$ cat config.mk
export PLATFORM = sky130hd
export DESIGN_NAME = card_cfg_regs
export DESIGN_NICKNAME = d
export VERILOG_FILES = /design/src/rtl/card_cfg_pkg.sv /design/src/rtl/card_cis_rom.sv /design/src/rtl/card_cfg_decode.sv /design/src/rtl/card_cfg_state.sv /design/src/rtl/card_irq_gen.sv /design/src/rtl/card_cfg_regs.sv
export SDC_FILE = /design/constraint.sdc
export NUM_CORES = 1
export LEC_CHECK = 0
export BUFFER_PORTS_ARGS = -buffer_cell sky130_fd_sc_hd__buf_2
export CORE_AREA = 5 5 57 59
export DETAILED_ROUTE_END_ITERATION = 8
export DIE_AREA = 0 0 62 64
export GPL_TIMING_DRIVEN = 0
export PLACE_DENSITY = 0.87
export REMOVE_ABC_BUFFERS = 1
export SLEW_MARGIN = 20
export SYNTH_ARGS = -nofsm -noshare
export SYNTH_HDL_FRONTEND = slang
export SYNTH_SLANG_ARGS = --single-unit
$ cat constraint.sdc
create_clock -name clk -period 10.1 [get_ports clk]
set_clock_uncertainty 0.15 [all_clocks]
set_input_delay 1.515 -clock clk [delete_from_list [all_inputs] [get_ports clk]]
set_output_delay 1.515 -clock clk [all_outputs]
set_load 0.05 [all_outputs]
$ cat src/rtl/card_cfg_pkg.sv
package card_cfg_pkg;
  localparam int unsigned OFS_OPTION = 0;
  localparam int unsigned OFS_STATUS = 2;
  localparam int unsigned OFS_PINS   = 4;
  localparam int unsigned OFS_SOCKET = 6;

  localparam logic [7:0] OPT_KEEP_MASK  = 8'hCF;
  localparam logic [7:0] STAT_SET_MASK  = 8'h74;
  localparam logic [7:0] PINS_FIXED     = 8'h0C;

  localparam int unsigned OPT_SRST_BIT  = 7;
  localparam int unsigned STAT_PD_BIT   = 2;
  localparam int unsigned STAT_INT_BIT  = 1;
  localparam int unsigned PIN_CRDY_BIT  = 1;
  localparam int unsigned PIN_HRDY_BIT  = 0;

  typedef enum logic [1:0] {
    MODE_MEMORY = 2'd0,
    MODE_IO_ANY = 2'd1,
    MODE_IO_PRI = 2'd2,
    MODE_IO_SEC = 2'd3
  } addr_mode_e;

  function automatic logic [7:0] cis_byte(input logic [7:0] idx);
    logic [7:0] mix;
    mix = idx * 8'd29 + 8'd7;
    return mix ^ 8'h5A;
  endfunction

  function automatic logic [7:0] status_view(input logic [7:0] stat, input logic hide_int);
    logic [7:0] v;
    v = stat;
    if (hide_int) v[STAT_INT_BIT] = 1'b0;
    return v;
  endfunction
endpackage

$ cat src/rtl/card_cis_rom.sv
module card_cis_rom #(
  parameter int unsigned ADDR_W  = 10,
  parameter int unsigned CIS_LEN = 24
) (
  input  logic [ADDR_W-1:0] addr,
  output logic [7:0]        data
);
  import card_cfg_pkg::*;
  localparam logic [ADDR_W-1:0] LEN = ADDR_W'(CIS_LEN);

  always_comb begin
    if (addr < LEN) data = cis_byte(addr[7:0]);
    else            data = 8'h00;
  end
endmodule

$ cat src/rtl/card_cfg_decode.sv
module card_cfg_decode #(
  parameter int unsigned ADDR_W = 10,
  parameter int unsigned BASE   = 'h200
) (
  input  logic [ADDR_W-1:0] addr,
  input  logic              we,
  output logic              in_table,
  output logic [2:0]        sel,
  output logic [2:0]        wr
);
  import card_cfg_pkg::*;
  localparam logic [ADDR_W-1:0] BASE_A = ADDR_W'(BASE);
  localparam int unsigned OFFS [3] = '{OFS_OPTION, OFS_STATUS, OFS_PINS};

  assign in_table = (addr < BASE_A);

  for (genvar g = 0; g < 3; g++) begin : g_sel
    assign sel[g] = (addr == BASE_A + ADDR_W'(OFFS[g]));
    assign wr[g]  = we && sel[g];
  end
endmodule

$ cat src/rtl/card_cfg_state.sv
module card_cfg_state (
  input  logic       clk,
  input  logic       rst_n,
  input  logic [7:0] wdata,
  input  logic       wr_opt,
  input  logic       wr_stat,
  input  logic       wr_pins,
  input  logic       eng_irq,
  output logic [7:0] opt_q,
  output logic [7:0] stat_q,
  output logic       crdy_q,
  output logic       hrdy_q,
  output logic       srst_pulse_q,
  output logic       soft_req
);
  import card_cfg_pkg::*;

  logic       pd_toggle;
  logic [7:0] stat_next;

  assign soft_req  = wr_opt && wdata[OPT_SRST_BIT];
  assign pd_toggle = wr_stat && (stat_q[STAT_PD_BIT] != wdata[STAT_PD_BIT]);

  always_comb begin
    stat_next = stat_q;
    if (soft_req)     stat_next = 8'h00;
    else if (wr_stat) stat_next = stat_q | (wdata & STAT_SET_MASK);
    stat_next[STAT_INT_BIT] = ~eng_irq;
  end

  always_ff @(posedge clk or negedge rst_n) begin
    if (!rst_n) begin
      opt_q        <= 8'h00;
      stat_q       <= 8'h02;
      crdy_q       <= 1'b0;
      hrdy_q       <= 1'b0;
      srst_pulse_q <= 1'b0;
    end else begin
      stat_q       <= stat_next;
      srst_pulse_q <= soft_req;
      if (wr_opt) opt_q <= wdata & OPT_KEEP_MASK;
      if (soft_req) begin
        crdy_q <= 1'b0;
        hrdy_q <= 1'b0;
      end else begin
        if (pd_toggle) crdy_q <= 1'b1;
        if (wr_pins)   hrdy_q <= wdata[PIN_HRDY_BIT];
      end
    end
  end
endmodule

$ cat src/rtl/card_irq_gen.sv
module card_irq_gen (
  input  logic stat_int,
  input  logic ctl_irq_mask,
  input  logic ctl_soft_reset,
  input  logic opt_srst,
  output logic irq
);
  logic blocked;
  assign blocked = ctl_irq_mask | ctl_soft_reset | opt_srst;
  assign irq     = ~stat_int & ~blocked;
endmodule

$ cat src/rtl/card_cfg_regs.sv
module card_cfg_regs #(
  parameter int unsigned ADDR_W  = 10,
  parameter int unsigned BASE    = 'h200,
  parameter int unsigned CIS_LEN = 24
) (
  input  logic              clk,
  input  logic              rst_n,
  input  logic [ADDR_W-1:0] attr_addr,
  input  logic              attr_we,
  input  logic [7:0]        attr_wdata,
  output logic [7:0]        attr_rdata,
  input  logic              eng_irq,
  input  logic              ctl_irq_mask,
  input  logic              ctl_soft_reset,
  output logic [1:0]        mode_o,
  output logic              host_ready_o,
  output logic              srst_pulse_o,
  output logic              irq_o
);
  import card_cfg_pkg::*;

  logic       in_table;
  logic [2:0] sel, wr;
  logic       wr_opt, wr_stat, wr_pins, soft_req;
  logic [7:0] opt_q, stat_q, cis_data;
  logic       crdy_q, hrdy_q;

  card_cis_rom #(.ADDR_W(ADDR_W), .CIS_LEN(CIS_LEN)) u_rom (
    .addr(attr_addr), .data(cis_data));

  card_cfg_decode #(.ADDR_W(ADDR_W), .BASE(BASE)) u_dec (
    .addr(attr_addr), .we(attr_we), .in_table(in_table), .sel(sel), .wr(wr));

  assign wr_opt  = wr[0];
  assign wr_stat = wr[1];
  assign wr_pins = wr[2];

  card_cfg_state u_state (
    .clk(clk), .rst_n(rst_n), .wdata(attr_wdata),
    .wr_opt(wr_opt), .wr_stat(wr_stat), .wr_pins(wr_pins), .eng_irq(eng_irq),
    .opt_q(opt_q), .stat_q(stat_q), .crdy_q(crdy_q), .hrdy_q(hrdy_q),
    .srst_pulse_q(srst_pulse_o), .soft_req(soft_req));

  card_irq_gen u_irq (
    .stat_int(stat_q[STAT_INT_BIT]), .ctl_irq_mask(ctl_irq_mask),
    .ctl_soft_reset(ctl_soft_reset), .opt_srst(opt_q[OPT_SRST_BIT]), .irq(irq_o));

  assign mode_o       = opt_q[1:0];
  assign host_ready_o = hrdy_q;

  always_comb begin
    if (in_table)    attr_rdata = cis_data;
    else if (sel[0]) attr_rdata = opt_q;
    else if (sel[1]) attr_rdata = status_view(stat_q, ctl_irq_mask);
    else if (sel[2]) attr_rdata = PINS_FIXED | (8'(crdy_q) << PIN_CRDY_BIT);
    else             attr_rdata = 8'h00;
  end
endmodule

==> impl_results.md <==
- Hold Vio Cnt, Final: 0
- Final #Nets: 235
- First-pass GRT wire length: 5.18 mm
- CTS resizes: 0
- Ys async rst share: 100%
- Hpwl dp: 2.82 mm
- CP cell instances: buf_2, inv_1, ha_1, ha_1, inv_1, fa_1, inv_1, ha_1, a211oi_1, o21bai_1, a21oi_1, xnor2_1, a22o_1, buf_2
- Worst Path Arrival: 4780 ps
- Crit Path Max Fanout: 6
- RePlAce Congestion: 0.830
- Via count: 1160
- Status: finished clean
- Total congestion overflow: 0
- CTS tree: yes
- CTS H-tree depth: 1
- Slew margin rel.: 62.5%
- I/O Buffers: 36
- Mapped Cells: 146
- Tightest Pin Transition: 563 ps
- Share of layout cells above drive strength 1: 28.6%
- Number of CTS-inserted buffers: 3
- Clock Pin Slew Worst Setup and Hold Paths: 80 ps
- Critical path capture point type: primary output
- Clock Path Buffers: 2
- Std cell rows: 19
- Avg Inst Size Synth: 9.86 µm²
- Routed Antenna Nets: 0
- Tcrit/Tclk final: 63.8%
- CP Class: in2out
- Post-synthesis cell area: 0.00144 mm²
- Post-layout min period: 6440 ps
- Post-DR vias/cell: 5.45
- Slew Viols, Final: 0
- Final setup vio count: 0
- DRC: 0
- LEAKAGE: 0.925 nW
- Largest cells by area after synthesis: dfrtp_1 23%, ha_1 17%, fa_1 11%
- Largest stage delay, worst path: 580 ps
- Pwr Density: 110 mW/mm²
- Routed WL: 3.27 mm
- Count of clock tree sinks: 14
- Part of the Yosys area used for sequential elements: 24.4%
- Boundary Pins: 37
- Yosys warns: 0
- Area Growth Syn to Fin: 15.8%
- Unrepaired setup endpoints after global routing: false
- Vias in the first global route: 1168
- Critical path buffers and inverters: 5
- Gr usage total: 17.0%
- CP delay by family, top: adder cells
- Wirelength per Cell: 15.3 µm
- Startpoint types: input port
- Die Y: 64 µm
- Post-synth EDFFs: 0
- DR iter-0 viols: 14
- Hold Path Class: reg2reg
- MaxCap Viol Count: 0
- Die Wd: 62 µm
- Core area: 0.00266 mm²
- Number of library cell types mapped by synthesis: 34
- Synth area leader: dfrtp_1
- Slowest cell on crit path: fa_1
- Initial core utilization: 54.0%
- Antenna violations before repair: 0
- Setup TNS: 0 ps
- Upper clock frequency limit: 155 MHz
- Clk_lat worst skew: 280 ps
- Die area: 0.00397 mm²
- Yosys top cell area share: 22.6%
- Cts hold-fix bufs: 0
- Hold slack: 357 ps
- Worst endpoint required time: 8440 ps
- Most common flop cell mapped by yosys: dfrtp_1
- Pin count of the biggest net entering global routing: 15
- Ant diodes: 0
- Maximum vdd drop: 0.0906 mV
- Drt pass-1 iters: 4
- Buffer count from post-CTS setup fixing: 0
- Count leader, synth: inv_1
- FF+latch count, synth: 14
- Clock tree root driver cell: clkbuf_4
- Top cells by count, synth: 25 x inv_1, 20 x ha_1, 13 x dfrtp_1, 8 x fa_1, 8 x nand2_1
==> cell type report <==
class                           count  area [µm²]
Multi-Input combinational cell    103         966
Tap cell                           31        38.8
Timing Repair Buffer               36         180
Fill cell                         243         996
Sequential cell                    14         352
Clock buffer                        4        36.3
Inverter                           25        93.8
==> cell usage in the layout, fill, tap and decap left out, drive strengths merged, types with 2 or more instances in the layout <==
| master | count |
|---|---|
| a211oi | 3 |
| a21o | 3 |
| a21oi | 7 |
| a22o | 4 |
| a32o | 2 |
| and3 | 2 |
| buf | 36 |
| clkbuf | 4 |
| dfrtp | 13 |
| fa | 8 |
| ha | 20 |
| inv | 25 |
| mux2 | 4 |
| nand2 | 9 |
| nand3 | 3 |
| nand4b | 3 |
| nor2 | 7 |
| nor3 | 3 |
| nor4 | 2 |
| o21ai | 8 |
| xnor2 | 6 |
| xor2 | 2 |
==> report_power, final <==
part	leakage, nW	internal [mW]	switching [mW]	total [mW]
logic	0.713	0.0366	0.0489	0.0855
clock network	0.0210	0.0219	0.0177	0.0396
registers	0.192	0.0571	0.000649	0.0578
==> layer usage <==
layer  up-vias  part of all wire, %  GRT usage, %
met4         0                 0.12          3.18
li1        572                    -             -
met3         2                  5.5          1.41
met2        39                   52          30.3
met5         -                    0             0
met1       547                   42          21.8
==> flip-flops by register name, indices dropped and copies added, names as in the netlist <==
name                  count
u_state.srst_pulse_q      1
u_state.hrdy_q            1
u_state.crdy_q            1
u_state.stat_q            5
u_state.opt_q             6
==> logic make-up (layout without fill, tap and decap cells) <==
kind of cell             count (synthesis)  count (layout)  synth area share, %
buffers and inverters                   29              65                 8.43
AO/OA/AOI/OAI                           31              31                 16.1
multiplexers                             5               5                 4.87
flip-flops                              14              14                 24.4
XOR/XNOR                                 8               8                 4.87
AND/OR/NAND/NOR                         31              31                 12.8
adder cells (fa/ha/maj)                 28              28                 28.5
==> metrics by stage <==
stage / area, µm² / setup WS [ps] / std cells / util, % / total power, mW
after detailed placement: 1630 / 3670 / 209 / 61.2 / 0.144
after global placement: 1630 / 3710 / 209 / 61.2 / 0.139
after global routing: 1670 / 3470 / 213 / 62.6 / 0.196
final: 1670 / 3660 / 213 / 62.6 / 0.183
after floorplan: 1410 / 4080 / 142 / - / 0.119
after CTS: 1670 / 3640 / 213 / 62.6 / 0.184
==> worst reg2reg max path, stage by stage (launching register included) <==
cell,delay (ps)
dfrtp_1,390
inv_1,90
ha_1,230
a21oi_1,140
nor2_1,60
==> path summary, 6_finish.rpt <==
kind	startpoint	end	slack, ps	cells after the start
min in group asynchronous	rst_n	u_state.opt_q[6]	970	1
hold / removal	u_state.stat_q[4]	u_state.stat_q[4]	360	2
setup / recovery	attr_addr[0]	attr_rdata[7]	3660	14
hold reg to reg	u_state.stat_q[4]	u_state.stat_q[4]	360	2
max in group asynchronous	rst_n	u_state.stat_q[1]	8540	1
setup reg to reg	u_state.stat_q[2]	u_state.crdy_q	8920	4
Power figures use the tool's default switching activity.
